[src/rtl/pic_pkg.sv]
package pic_pkg;
  typedef enum logic [1:0] {
    ST_RUN  = 2'd0,
    ST_BASE = 2'd1,
    ST_CASC = 2'd2,
    ST_MODE = 2'd3
  } init_st_e;
endpackage

[src/rtl/pic_init_ctl.sv]
module pic_init_ctl
  import pic_pkg::*;
#(
  parameter int DW = 8
) (
  input  logic          clk,
  input  logic          rst_n,
  input  logic          cmd_wr,
  input  logic          data_wr,
  input  logic [DW-1:0] wdata,
  output logic          init_start,
  output logic          imr_wr,
  output logic          running,
  output logic [DW-1:0] base,
  output logic [DW-1:0] casc,
  output logic          aeoi
);
  init_st_e st_q;
  logic     want_mode_q;

  assign init_start = cmd_wr & wdata[4];
  assign running    = (st_q == ST_RUN);
  assign imr_wr     = data_wr & running;

  always_ff @(posedge clk or negedge rst_n) begin
    if (!rst_n) begin
      st_q        <= ST_RUN;
      want_mode_q <= 1'b0;
      base        <= '0;
      casc        <= '0;
      aeoi        <= 1'b0;
    end else if (init_start) begin
      st_q        <= ST_BASE;
      want_mode_q <= wdata[0];
    end else if (data_wr) begin
      unique case (st_q)
        ST_BASE: begin
          base <= wdata;
          st_q <= ST_CASC;
        end
        ST_CASC: begin
          casc <= wdata;
          if (want_mode_q) st_q <= ST_MODE;
          else begin
            aeoi <= 1'b0;
            st_q <= ST_RUN;
          end
        end
        ST_MODE: begin
          aeoi <= wdata[1];
          st_q <= ST_RUN;
        end
        default: st_q <= ST_RUN;
      endcase
    end
  end
endmodule

[src/rtl/pic_prio.sv]
module pic_prio #(
  parameter int N_IN = 8,
  localparam int IDW = $clog2(N_IN)
) (
  input  logic [N_IN-1:0] req,
  input  logic [N_IN-1:0] isr,
  output logic            eligible,
  output logic [IDW-1:0]  win
);
  logic         any_req;
  logic [IDW:0] isr_top;

  always_comb begin
    any_req = 1'b0;
    win     = '0;
    isr_top = (IDW+1)'(N_IN);
    for (int i = N_IN - 1; i >= 0; i--) begin
      if (req[i]) begin
        any_req = 1'b1;
        win     = i[IDW-1:0];
      end
      if (isr[i]) isr_top = i[IDW:0];
    end
    eligible = any_req && ({1'b0, win} < isr_top);
  end
endmodule

[src/rtl/pic_core.sv]
module pic_core #(
  parameter int N_IN = 8,
  parameter int DW   = 8,
  localparam int IDW = $clog2(N_IN)
) (
  input  logic            clk,
  input  logic            rst_n,
  input  logic            wr_en,
  input  logic            addr,
  input  logic [DW-1:0]   wdata,
  output logic [DW-1:0]   rdata,
  input  logic [N_IN-1:0] irq_in,
  input  logic            is_master,
  input  logic            ack,
  input  logic [IDW-1:0]  cas_in,
  output logic            int_out,
  output logic            vec_valid,
  output logic [DW-1:0]   vec,
  output logic [IDW-1:0]  cas_out,
  output logic            cas_oe
);
  logic            cmd_wr, data_wr;
  logic            init_start, imr_wr, running, aeoi;
  logic [DW-1:0]   base, casc;
  logic [N_IN-1:0] irr_q, isr_q, imr_q, irq_q;
  logic            rsel_q;
  logic            eligible;
  logic [IDW-1:0]  win;
  logic            selected, take, to_slave, eoi_wr, sel_wr;
  logic [N_IN-1:0] rise, win_mask, ack_clr, eoi_mask;

  assign cmd_wr  = wr_en & ~addr;
  assign data_wr = wr_en & addr;

  pic_init_ctl #(.DW(DW)) u_init (
    .clk(clk), .rst_n(rst_n), .cmd_wr(cmd_wr), .data_wr(data_wr),
    .wdata(wdata), .init_start(init_start), .imr_wr(imr_wr),
    .running(running), .base(base), .casc(casc), .aeoi(aeoi)
  );

  pic_prio #(.N_IN(N_IN)) u_prio (
    .req(irr_q & ~imr_q), .isr(isr_q), .eligible(eligible), .win(win)
  );

  assign rise     = irq_in & ~irq_q;
  assign win_mask = N_IN'(1) << win;
  assign selected = is_master | (cas_in == casc[IDW-1:0]);
  assign take     = ack & selected & running;
  assign to_slave = is_master & eligible & casc[win];
  assign ack_clr  = (take & eligible) ? win_mask : '0;

  assign eoi_wr   = cmd_wr & running & ~wdata[4] & ~wdata[3] & (wdata[7:5] == 3'b011);
  assign eoi_mask = eoi_wr ? (N_IN'(1) << wdata[IDW-1:0]) : '0;
  assign sel_wr   = cmd_wr & ~wdata[4] & wdata[3] & wdata[1];

  assign int_out = eligible & running;
  assign cas_oe  = take & to_slave;
  assign cas_out = cas_oe ? win : '0;
  assign rdata   = addr ? DW'(imr_q) : (rsel_q ? DW'(isr_q) : DW'(irr_q));

  always_ff @(posedge clk or negedge rst_n) begin
    if (!rst_n) begin
      irq_q <= '0;
      irr_q <= '0;
      isr_q <= '0;
      imr_q <= '0;
      rsel_q <= 1'b0;
    end else begin
      irq_q <= irq_in;
      if (init_start) begin
        irr_q  <= '0;
        isr_q  <= '0;
        imr_q  <= '0;
        rsel_q <= 1'b0;
      end else begin
        irr_q <= (irr_q & irq_in & ~ack_clr) | rise;
        isr_q <= (isr_q & ~eoi_mask) | ((aeoi) ? '0 : ack_clr);
        if (imr_wr) imr_q <= wdata[N_IN-1:0];
        if (sel_wr) rsel_q <= wdata[0];
      end
    end
  end

  always_ff @(posedge clk or negedge rst_n) begin
    if (!rst_n) begin
      vec_valid <= 1'b0;
      vec       <= '0;
    end else begin
      vec_valid <= take & ~to_slave;
      if (take) vec <= base + (eligible ? DW'(win) : DW'(N_IN - 1));
    end
  end
endmodule

[config.mk]
export PLATFORM = sky130hd
export DESIGN_NAME = pic_core
export DESIGN_NICKNAME = d
export VERILOG_FILES = /design/src/rtl/pic_pkg.sv /design/src/rtl/pic_init_ctl.sv /design/src/rtl/pic_prio.sv /design/src/rtl/pic_core.sv
export SDC_FILE = /design/constraint.sdc
export NUM_CORES = 1
export LEC_CHECK = 0
export ABC_AREA = 1
export BUFFER_PORTS_ARGS = -buffer_cell sky130_fd_sc_hd__clkbuf_2
export CORE_ASPECT_RATIO = 0.7
export CORE_MARGIN = 2
export CORE_UTILIZATION = 60
export CTS_BUF_LIST = sky130_fd_sc_hd__clkbuf_2
export DETAILED_ROUTE_END_ITERATION = 12
export PLACE_DENSITY = 0.83
export SYNTH_ARGS = -nofsm -noshare
export SYNTH_HDL_FRONTEND = slang
export SYNTH_HIERARCHICAL = 1
export SYNTH_SLANG_ARGS = --single-unit
[constraint.sdc]
create_clock -name clk -period 5.1 [get_ports clk]
set_input_delay 1.02 -clock clk [delete_from_list [all_inputs] [get_ports clk]]
set_output_delay 1.02 -clock clk [all_outputs]
set_load 0.02 [all_outputs]
==> impl_results.md, run 1 <==
* Outcome: complete, no violations
* Critical Path Sink Type: output port
* Pwr dens at 434 nW/um^2
* #FFs+latches synth at 62
* Maximum VDD drop at 196 uV
* Final setup fails at 0
* Top-area cell type share of the netlist area at 0.427
* Final worst slack at 0.530 ns
* CTS Buf Count at 9
* Cell taking the most area after synthesis: dfrtp_1
* Critical path class: reg2out
* Initial DRT Pass Iterations at 5
* Max frequency at 219 MHz
* Core ar. at 5780 sq um
* Initial core utilization at 0.628
* DIE WIDTH at 97.0 um
* Post-synth top cells: 136 x nand2_1, 79 x inv_1, 62 x dfrtp_1
* FILL cells at 487
* First-pass GRT wire length at 14,700 um
* Ports at 47
* Worst min-delay path class: reg2reg
* Remaining global-route overflow at 0
* CTS H-Tree Depth at 3
* P_leak at 2.23 nW
* Setup slack at placement at 1.21 ns
* Slew HR at 0.484
* Asr flop ratio synth at 1.00
* Post-route setup TNS at 0 ns
* DR WL/cell at 14.1 um
* Clk_skew at 0.0202 ns
* Final #Nets at 574
* Antenna Cells at 0
* Area of the multi-input gates at 1690 sq um
* Area growth, synth to finish at 10.3%
* Port-buffer cells at 46
* Final hold viol count at 0
* Clock sink count at 62
* Min Tclk post-route at 4.57 ns
* Post-CTS sizing at 0
* Routed WL at 8680 um
* Hold slack at 0.426 ns
* Root Driver: clkbuf_2
* Fin area at 4000 sq um
* Max-slew violation count at 0
* Critical path arrival at 3.55 ns
* Synth area leaders: dfrtp_1 43%, nand2_1 14%, inv_1 8.2%
* Final Cycle Share at 0.896
* Die Y at 69.1 um
* Number of max-cap violations at 0
* DP Wirelength at 6580 um
* Vias in the first global route at 3,084
* Share of layout cells above drive strength 1 at 0.160
* Die area at 6700 sq um
* Post-synth EDFFs at 0
* # rows at 23
* Drt first-iter violations at 289
* DRC errors left at 0
* Vias per inst at 5.42
* Hold-fix buffers, CTS at 0
* Yosys cell types at 40
* Worst EP required at 4.08 ns
* Worst-path maximum fanout at 8
* Mapped Cells at 489
* RePlAce Congestion at 0.957
* Net count of the mapped netlist at 525
* CTS tree: yes
* Avg Cell Area, Syn at 7.42 sq um
* YS warnings at 6
* Netlist Area Pre-Place at 3630 sq um
* Post-CTS Setup Repair Bufs at 0
* GRT Total Usage at 0.275
* Antenna-violating nets left at 0
* CTS Buffer Depth at 2
* Slew @ Worst Pin at 0.775 ns
* Clk_lat worst skew at 0.51 ns
* Largest net degree at the start of global routing at 63
* Crit path launch type: flip-flop
* Storage element area at 1550 sq um
* Post-DP Area at 3900 sq um
* Top FF cell, synth: dfrtp_1
* Most common cell in the netlist: nand2_1
* RSZ-0062 raised after global routing: false
* Sequential-to-total area share from yosys stat at 0.427
* Antenna violations before repair at 0
* Vias at 3,349
* Reg clk slew, reported paths at 0.17 ns
* Overall power at 1.74 mW
## logic make-up after synthesis
| logic type | count (synthesis) | synth area share |
|---|---|---|
| flip-flops | 62 | 0.427 |
| XOR/XNOR | 5 | 0.0121 |
| AND/OR/NAND/NOR | 236 | 0.291 |
| adder cells (fa/ha/maj) | 11 | 0.0400 |
| AO/OA/AOI/OAI | 80 | 0.123 |
| buffers and inverters | 95 | 0.107 |
## path summary, 6_finish.rpt
check                           depth (start not counted)        endpoint      from  slack [ns]
min in group asynchronous                               2  u_init/st_q[0]     rst_n        0.63
worst max register to register                         21          vec[7]  irr_q[7]        1.20
max in group asynchronous                               2        isr_q[5]     rst_n        3.93
worst min-delay path                                    1        irr_q[1]  irq_q[1]        0.43
worst min register to register                          1        irr_q[1]  irq_q[1]        0.43
worst max-delay path                                   15      cas_out[2]  irr_q[7]        0.53
## metrics by stage
stage	std cells	util
6_report	618	0.692
5_1_grt	618	0.692
4_1_cts	618	0.692
3_5_place_dp	602	0.674
3_3_place_gp	602	0.674
2_1_floorplan	489	-
## cell type report
class	instances	share of cell area
Clock buffer	11	0.0137
Clock inverter	5	0.0125
Inverter	86	0.0813
Multi-Input combinational cell	332	0.422
Sequential cell	62	0.388
Tap cell	75	0.0234
Timing Repair Buffer	47	0.0594
## state kept, by name, indices dropped and copies added (netlist names)
name	flops
irr_q	8
u_init/base	8
rsel_q	1
isr_q	8
u_init/st_q	2
u_init/want_mode_q	1
vec	8
u_init/aeoi	1
vec_valid	1
irq_q	8
imr_q	8
u_init/casc	8
## where the power goes
group / internal (mW) / total, mW / switching (mW)
combinational: 0.251 / 0.738 / 0.487
sequential: 0.612 / 0.711 / 0.0985
clock: 0.114 / 0.288 / 0.174
total: 0.977 / 1.74 / 0.760
## layer usage
| metal | global-route usage | vias up | share of wire |
|---|---|---|---|
| met4 | 0.0704 | 0 | 0.014 |
| met3 | 0.0994 | 14 | 0.098 |
| met5 | 0 | - | 0 |
| met1 | 0.401 | 1515 | 0.47 |
| li1 | - | 1656 | - |
| met2 | 0.389 | 164 | 0.42 |
## worst max-delay path: stages, from the launching register on
cell and delay (ns):
dfrtp_1 0.38, inv_1 0.06, nor2_1 0.21, nor2_1 0.08, nor3_1 0.25, nor3_1 0.09
nor3_1 0.58, ha_1 0.36, nand2_1 0.07, nand2_1 0.06, a21oi_2 0.31, nand2_1 0.09
inv_1 0.09, nand3_2 0.13, nor3_2 0.12, clkbuf_2 0.19
## cell usage in the layout, fill, tap and decap left out, drive strengths merged, types with 7 or more instances in the layout
cell type	instances
nand3	29
nand2	142
dfrtp	62
ha	10
nand4	7
inv	85
nor2	48
nor3	8
a21oi	19
o21ai	48
clkbuf	57
Note: power is estimated with default switching activity, not from simulation.
==> run 2: changes to the inputs <==
--- a/config.mk
+++ b/config.mk
@@ -12,6 +12,7 @@
 export CORE_UTILIZATION = 60
 export CTS_BUF_LIST = sky130_fd_sc_hd__clkbuf_2
 export DETAILED_ROUTE_END_ITERATION = 12
+export GPL_TIMING_DRIVEN = 0
 export PLACE_DENSITY = 0.83
 export SYNTH_ARGS = -nofsm -noshare
 export SYNTH_HDL_FRONTEND = slang
==> constraint.sdc (replaced) <==
create_clock -name clk -period 5.1 [get_ports clk]
set_input_delay 1.02 -clock clk [delete_from_list [all_inputs] [get_ports clk]]
set_output_delay 1.02 -clock clk [all_outputs]
set_load 0.005 [all_outputs]
==> run 2 against run 1 <==
Against the previous run:
- global-route usage grew 1.9 points
- maximum frequency down 1.1%
- power is 1.4% higher
- largest cell class unchanged
- largest power group unchanged
==> impl_results.md, run 2 (synthesis gave the netlist of run 1 again) <==
* Outcome: complete, no violations
* RSZ-0062 raised after global routing: false
* Critical Path Sink Type: output port
* Switching Share at 0.412 (-0.0253)
* Share of layout cells above drive strength 1 at 0.167 (+0.00675)
* CTS Buffer Depth at 2 (unchanged)
* GRT Total Usage at 0.294 (+0.0191)
* Area growth, synth to finish at 12.5%
* Most frequent cells in the layout: 136 x nand2_1, 79 x inv_1, 62 x dfrtp_1, 56 x clkbuf_2, 45 x nor2_1
* Number of max-cap violations at 0 (unchanged)
* Seq pwr share at 0.402 (-0.007)
* Post-route setup TNS at 0 ns (unchanged)
* Clock sink count at 62 (unchanged)
* Final hold viol count at 0 (unchanged)
* Comb power frac at 0.411 (-0.014)
* Worst-path maximum fanout at 8 (unchanged)
* CTS tree: yes
* Initial DRT Pass Iterations at 5 (unchanged)
* DR WL/cell at 14.6 um (+4.2%)
* Storage element area at 1550 sq um (unchanged)
* Root Driver: clkbuf_2
* Final #Nets at 582 (+1.4%)
* Worst Setup EP: cas_out[2]
* Largest net degree at the start of global routing at 63 (unchanged)
* Remaining global-route overflow at 0 (unchanged)
* Commonest non-fill, non-tap cell in the layout: nand2_1
* Initial core utilization at 0.628 (unchanged)
* CP Launch Point: imr_q[7]
* RePlAce Congestion at 0.940 (-1.8%)
* R2r endpoint: vec[7]
* Post-CTS sizing at 0 (unchanged)
* Critical path arrival at 3.60 ns (+0.05 ns)
* Ports at 47 (unchanged)
* Reg clk slew, reported paths at 0.15 ns (-0.02 ns)
* CTS Buf Count at 9 (unchanged)
* Slew @ Worst Pin at 0.899 ns (+0.124 ns)
* Worst reg2reg startpoint: imr_q[7]
* Clock power share at 0.187 (+0.021)
* Max frequency at 217 MHz (-1.1%)
* Vias per inst at 5.47 (+0.99%)
* Port-buffer cells at 46 (unchanged)
* Worst min-delay path class: reg2reg
* FILL cells at 471 (-3.3%)
* Die Y at 69.1 um (unchanged)
* Antenna-violating nets left at 0 (unchanged)
* DP Wirelength at 6950 um (+5.6%)
* FF-to-FF path depth at 21 (unchanged)
* First-pass GRT wire length at 15,600 um (+6.1%)
* DRC errors left at 0 (unchanged)
* Switching power of the nets at 726 uW (-4.5%)
* Clk_lat worst skew at 0.49 ns (-0.02 ns)
* Die area at 6700 sq um (unchanged)
* Final setup fails at 0 (unchanged)
* Worst EP required at 4.08 ns (about the same)
* DIE WIDTH at 97.0 um (unchanged)
* Area of the multi-input gates at 1690 sq um (unchanged)
* Crit path launch type: flip-flop
* P_leak at 2.27 nW (+1.8%)
* Min Tclk post-route at 4.62 ns (+0.0490 ns)
* Pwr dens at 431 nW/um^2 (-0.55%)
* R2r setup slk at 1.13 ns (-0.07 ns)
* Setup slack at placement at 1.13 ns (-0.0841 ns)
* Routed WL at 9160 um (+5.5%)
* Drt first-iter violations at 287 (-0.69%)
* Vias in the first global route at 3,242 (+5.1%)
* Core ar. at 5780 sq um (unchanged)
* Final Cycle Share at 0.906 (+0.00961)
* Final worst slack at 0.481 ns (-0.0490 ns)
* CTS H-Tree Depth at 3 (unchanged)
* Pint at 1.04 mW (+6.0%)
* Max-slew violation count at 0 (unchanged)
* Antenna violations before repair at 0 (unchanged)
* Clk_skew at 0.0223 ns (+0.00212 ns)
* # rows at 23 (unchanged)
* Post-CTS Setup Repair Bufs at 0 (unchanged)
* Critical path class: reg2out
* Hold-fix buffers, CTS at 0 (unchanged)
* Slew HR at 0.396 (-0.0875)
* Maximum VDD drop at 251 uV (+28%)
* Vias at 3,426 (+2.3%)
* Antenna Cells at 0 (unchanged)
-- run 2: cell count changes in the layout (fill, tap and decap cells not counted), sizes merged --
cell and delta:
buf +5, bufinv +1, clkbuf +2
-- run 2: worst max-delay path, cell delays in order (launching register included) --
cell and delay [ns]:
dfrtp_1 0.41, nor2_1 0.23, nor2_1 0.08, nor3_1 0.21
nor3_1 0.07, nor3_1 0.70, ha_1 0.38, nand2_1 0.08
nand2_1 0.06, a21oi_2 0.10, buf_2 0.19, nand2_1 0.07
inv_1 0.09, nand3_2 0.14, nor3_2 0.15, clkbuf_2 0.14
-- run 2: cell type report --
cell class / instances / area share
sequential: 62 / 0.380
tap: 75 / 0.0230
clock buffer: 10 / 0.0123
inverter: 86 / 0.0797
multi-input combinational: 332 / 0.414
timing repair buffer: 46 / 0.0570
clock inverter: 6 / 0.0187
buffer: 9 / 0.0153
-- run 2: routing by layer --
layer	vias up	GRT usage	share of wire
met1	1553	0.434	0.45
li1	1663	-	-
met2	198	0.419	0.42
met4	0	0.0767	0.012
met3	12	0.0933	0.12
met5	-	0	0
-- run 2: power by group through the flow --
stage               Combinational [mW]  Sequential [mW]  Clock (mW)
global placement                 0.670            0.709           0
CTS                              0.715            0.704       0.338
finish                           0.723            0.708       0.330
detailed placement               0.710            0.715           0
floorplan                        0.507            0.689           0
global route                     0.823            0.723       0.361
-- run 2: through the flow --
step           utilization  instance area (sq um)  instances  hold slack, ns  total power, mW
2_1_floorplan            -                   3630        489           0.395             1.20
4_1_cts              0.706                   4080        626           0.436             1.76
3_3_place_gp         0.684                   3950        610           0.399             1.38
6_report             0.706                   4080        626           0.428             1.76
5_1_grt              0.706                   4080        626           0.439             1.91
3_5_place_dp         0.684                   3960        610           0.415             1.42
-- run 2: how the worst min path moves through the flow --
stage	from	end	slack, ns	cells past startpoint
finish	irq_q[0]	irr_q[0]	0.43	1
global route	irq_q[0]	irr_q[0]	0.44	1
CTS	irq_q[0]	irr_q[0]	0.44	1
detailed placement	irq_q[0]	irr_q[0]	0.41	1
global placement	irq_q[1]	irr_q[1]	0.40	1
floorplan	irq_q[0]	irr_q[0]	0.39	1
==> run 3: changes to the inputs <==
--- a/config.mk
+++ b/config.mk
@@ -13,6 +13,7 @@
 export CTS_BUF_LIST = sky130_fd_sc_hd__clkbuf_2
 export DETAILED_ROUTE_END_ITERATION = 12
 export GPL_TIMING_DRIVEN = 0
+export MAX_ROUTING_LAYER = met4
 export PLACE_DENSITY = 0.83
 export SYNTH_ARGS = -nofsm -noshare
 export SYNTH_HDL_FRONTEND = slang
==> run 3 against run 2 <==
Against the previous run:
- sequential power increased by 0.6%
- combinational power decreased by 2%
- routed wire length decreased by 1.9%
- maximum frequency increased by 2.4%
- largest power group is now registers
- highest routed layer unchanged
==> impl_results.md, run 3 (synthesis gave the netlist of run 1 again) <==
* Outcome: complete, no violations
* Root Driver: clkbuf_2
* Hold-fix buffers, CTS at 0 (unchanged)
* Slew @ Worst Pin at 0.846 ns (-0.0526 ns)
* Slew HR at 0.431 (+0.0353)
* Inst Count DP at 610 (unchanged)
* GRT busiest layer: met1
* Routed WL at 8990 um (-1.9%)
* Remaining global-route overflow at 0 (unchanged)
* CTS Buffer Depth at 2 (unchanged)
* GR Layer Usage met2 at 0.405 (-0.0139)
* CTS Buf Count at 9 (unchanged)
* Antenna violations before repair at 0 (unchanged)
* P_leak at 2.25 nW (-0.85%)
* Grt met3 use at 0.0781 (-0.0152)
* CTS H-Tree Depth at 3 (unchanged)
* Commonest non-fill, non-tap cell in the layout: nand2_1
* Largest net degree at the start of global routing at 63 (unchanged)
* Initial DRT Pass Iterations at 5 (unchanged)
* Vias in the first global route at 3,180 (-1.9%)
* Die area at 6700 sq um (unchanged)
* Worst hold start: irq_q[1]
* Final worst slack at 0.591 ns (+0.110 ns)
* Hold slack at 0.428 ns (-0.0000140 ns)
* Final #Nets at 582 (unchanged)
* Antenna Cells at 0 (unchanged)
* Maximum VDD drop at 194 uV (-23%)
* Number of max-cap violations at 0 (unchanged)
* Post-CTS Setup Repair Bufs at 0 (unchanged)
* CTS tree: yes
* Share of layout cells above drive strength 1 at 0.171 (+0.00363)
* Post-DP Area at 3960 sq um (unchanged)
* DRC errors left at 0 (unchanged)
* GRT Total Usage at 0.297 (+0.00290)
* Port-buffer cells at 46 (unchanged)
* Clk_skew at 0.0133 ns (-0.00902 ns)
* Layout Cells excl Fill at 626 (unchanged)
* Core ar. at 5780 sq um (unchanged)
* DR WL/cell at 14.4 um (-1.9%)
* Crit path launch type: flip-flop
* Ports at 47 (unchanged)
* DIE WIDTH at 97.0 um (unchanged)
* Min Tclk post-route at 4.51 ns (-0.110 ns)
* Fin area at 4040 sq um (-1.1%)
* Drt first-iter violations at 310 (+8.0%)
* Worst min-delay path class: reg2reg
* Initial core utilization at 0.628 (unchanged)
* Critical path class: reg2out
* RSZ-0062 raised after global routing: false
* Final setup fails at 0 (unchanged)
* Overall power at 1.66 mW (-5.6%)
* Antenna-violating nets left at 0 (unchanged)
* Final Util at 0.698 (-0.00779)
* CP Launch Point: imr_q[7]
* # rows at 23 (unchanged)
* Pwr dens at 412 nW/um^2 (-4.5%)
* Final hold viol count at 0 (unchanged)
* Critical path arrival at 3.49 ns (-0.11 ns)
* Area growth, synth to finish at 11.2%
* Most frequent cells in the layout: 136 x nand2_1, 79 x inv_1, 62 x dfrtp_1, 57 x clkbuf_2, 45 x nor2_1
* Final Cycle Share at 0.884 (-0.0215)
* Max frequency at 222 MHz (+2.4%)
* Clock sink count at 62 (unchanged)
* RePlAce Congestion at 0.901 (-4.1%)
* First-pass GRT wire length at 15,400 um (-1.5%)
* Clk_lat worst skew at 0.50 ns (about the same)
* Worst EP required at 4.08 ns (about the same)
* Max-slew violation count at 0 (unchanged)
* Die Y at 69.1 um (unchanged)
* Worst reg2reg startpoint: imr_q[7]
* Post-route setup TNS at 0 ns (unchanged)
* Vias per inst at 5.38 (-1.6%)
* Setup slack at placement at 1.23 ns (+0.102 ns)
* Reg clk slew, reported paths at 0.17 ns (+0.02 ns)
* Worst-path maximum fanout at 8 (unchanged)
* Vias at 3,370 (-1.6%)
* Critical Path Sink Type: output port
* Post-CTS sizing at 0 (unchanged)
* M1 GR Usage at 0.443 (+0.00927)
* DP Wirelength at 6870 um (-1.3%)
[run 3: cell count changes in the layout (fill, tap and decap cells not counted), sizes merged]
cell | before | now
clkinvlp | 0 | 1
bufinv | 2 | 0
clkbuf | 59 | 60
[run 3: worst max-delay path: stages (launching register included)]
cell,delay [ns]
dfrtp_1,0.41
nor2_1,0.25
nor2_1,0.07
nor3_1,0.17
nor3_1,0.07
nor3_1,0.66
ha_1,0.37
nand2_1,0.06
nand2_1,0.06
a21oi_2,0.12
buf_2,0.20
nand2_1,0.06
inv_1,0.08
nand3_2,0.13
nor3_2,0.13
clkbuf_2,0.13
[run 3: report_power, final]
part | switching, mW | internal (mW)
Combinational | 0.448 | 0.261
Sequential | 0.0994 | 0.612
Clock | 0.177 | 0.0640
Total | 0.725 | 0.938
[run 3: final cells by class]
| cell class | count | area [sq um] |
|---|---|---|
| Multi-Input combinational cell | 332 | 1690 |
| Buffer | 9 | 62.6 |
| Inverter | 86 | 325 |
| Fill cell | 493 | 1750 |
| Sequential cell | 62 | 1550 |
| Clock inverter | 5 | 26.3 |
| Tap cell | 75 | 93.8 |
| Timing Repair Buffer | 46 | 233 |
| Clock buffer | 11 | 55.1 |
[run 3: routing by layer]
| layer | vias to the layer above | share of wire |
|---|---|---|
| li1 | 1661 | - |
| met2 | 181 | 0.42 |
| met3 | 16 | 0.11 |
| met4 | 0 | 0.014 |
| met1 | 1512 | 0.46 |
| met5 | - | 0 |
[run 3: final timing paths]
kind                                       end  slack (ns)  cells past startpoint
worst max register to register          vec[7]        1.22                     21
worst min-delay path                  irr_q[1]        0.43                      1
max in group asynchronous       u_init/casc[2]        3.92                      1
worst max-delay path                cas_out[1]        0.59                     15
worst min register to register        irr_q[1]        0.43                      1
min in group asynchronous       u_init/st_q[1]        0.62                      1
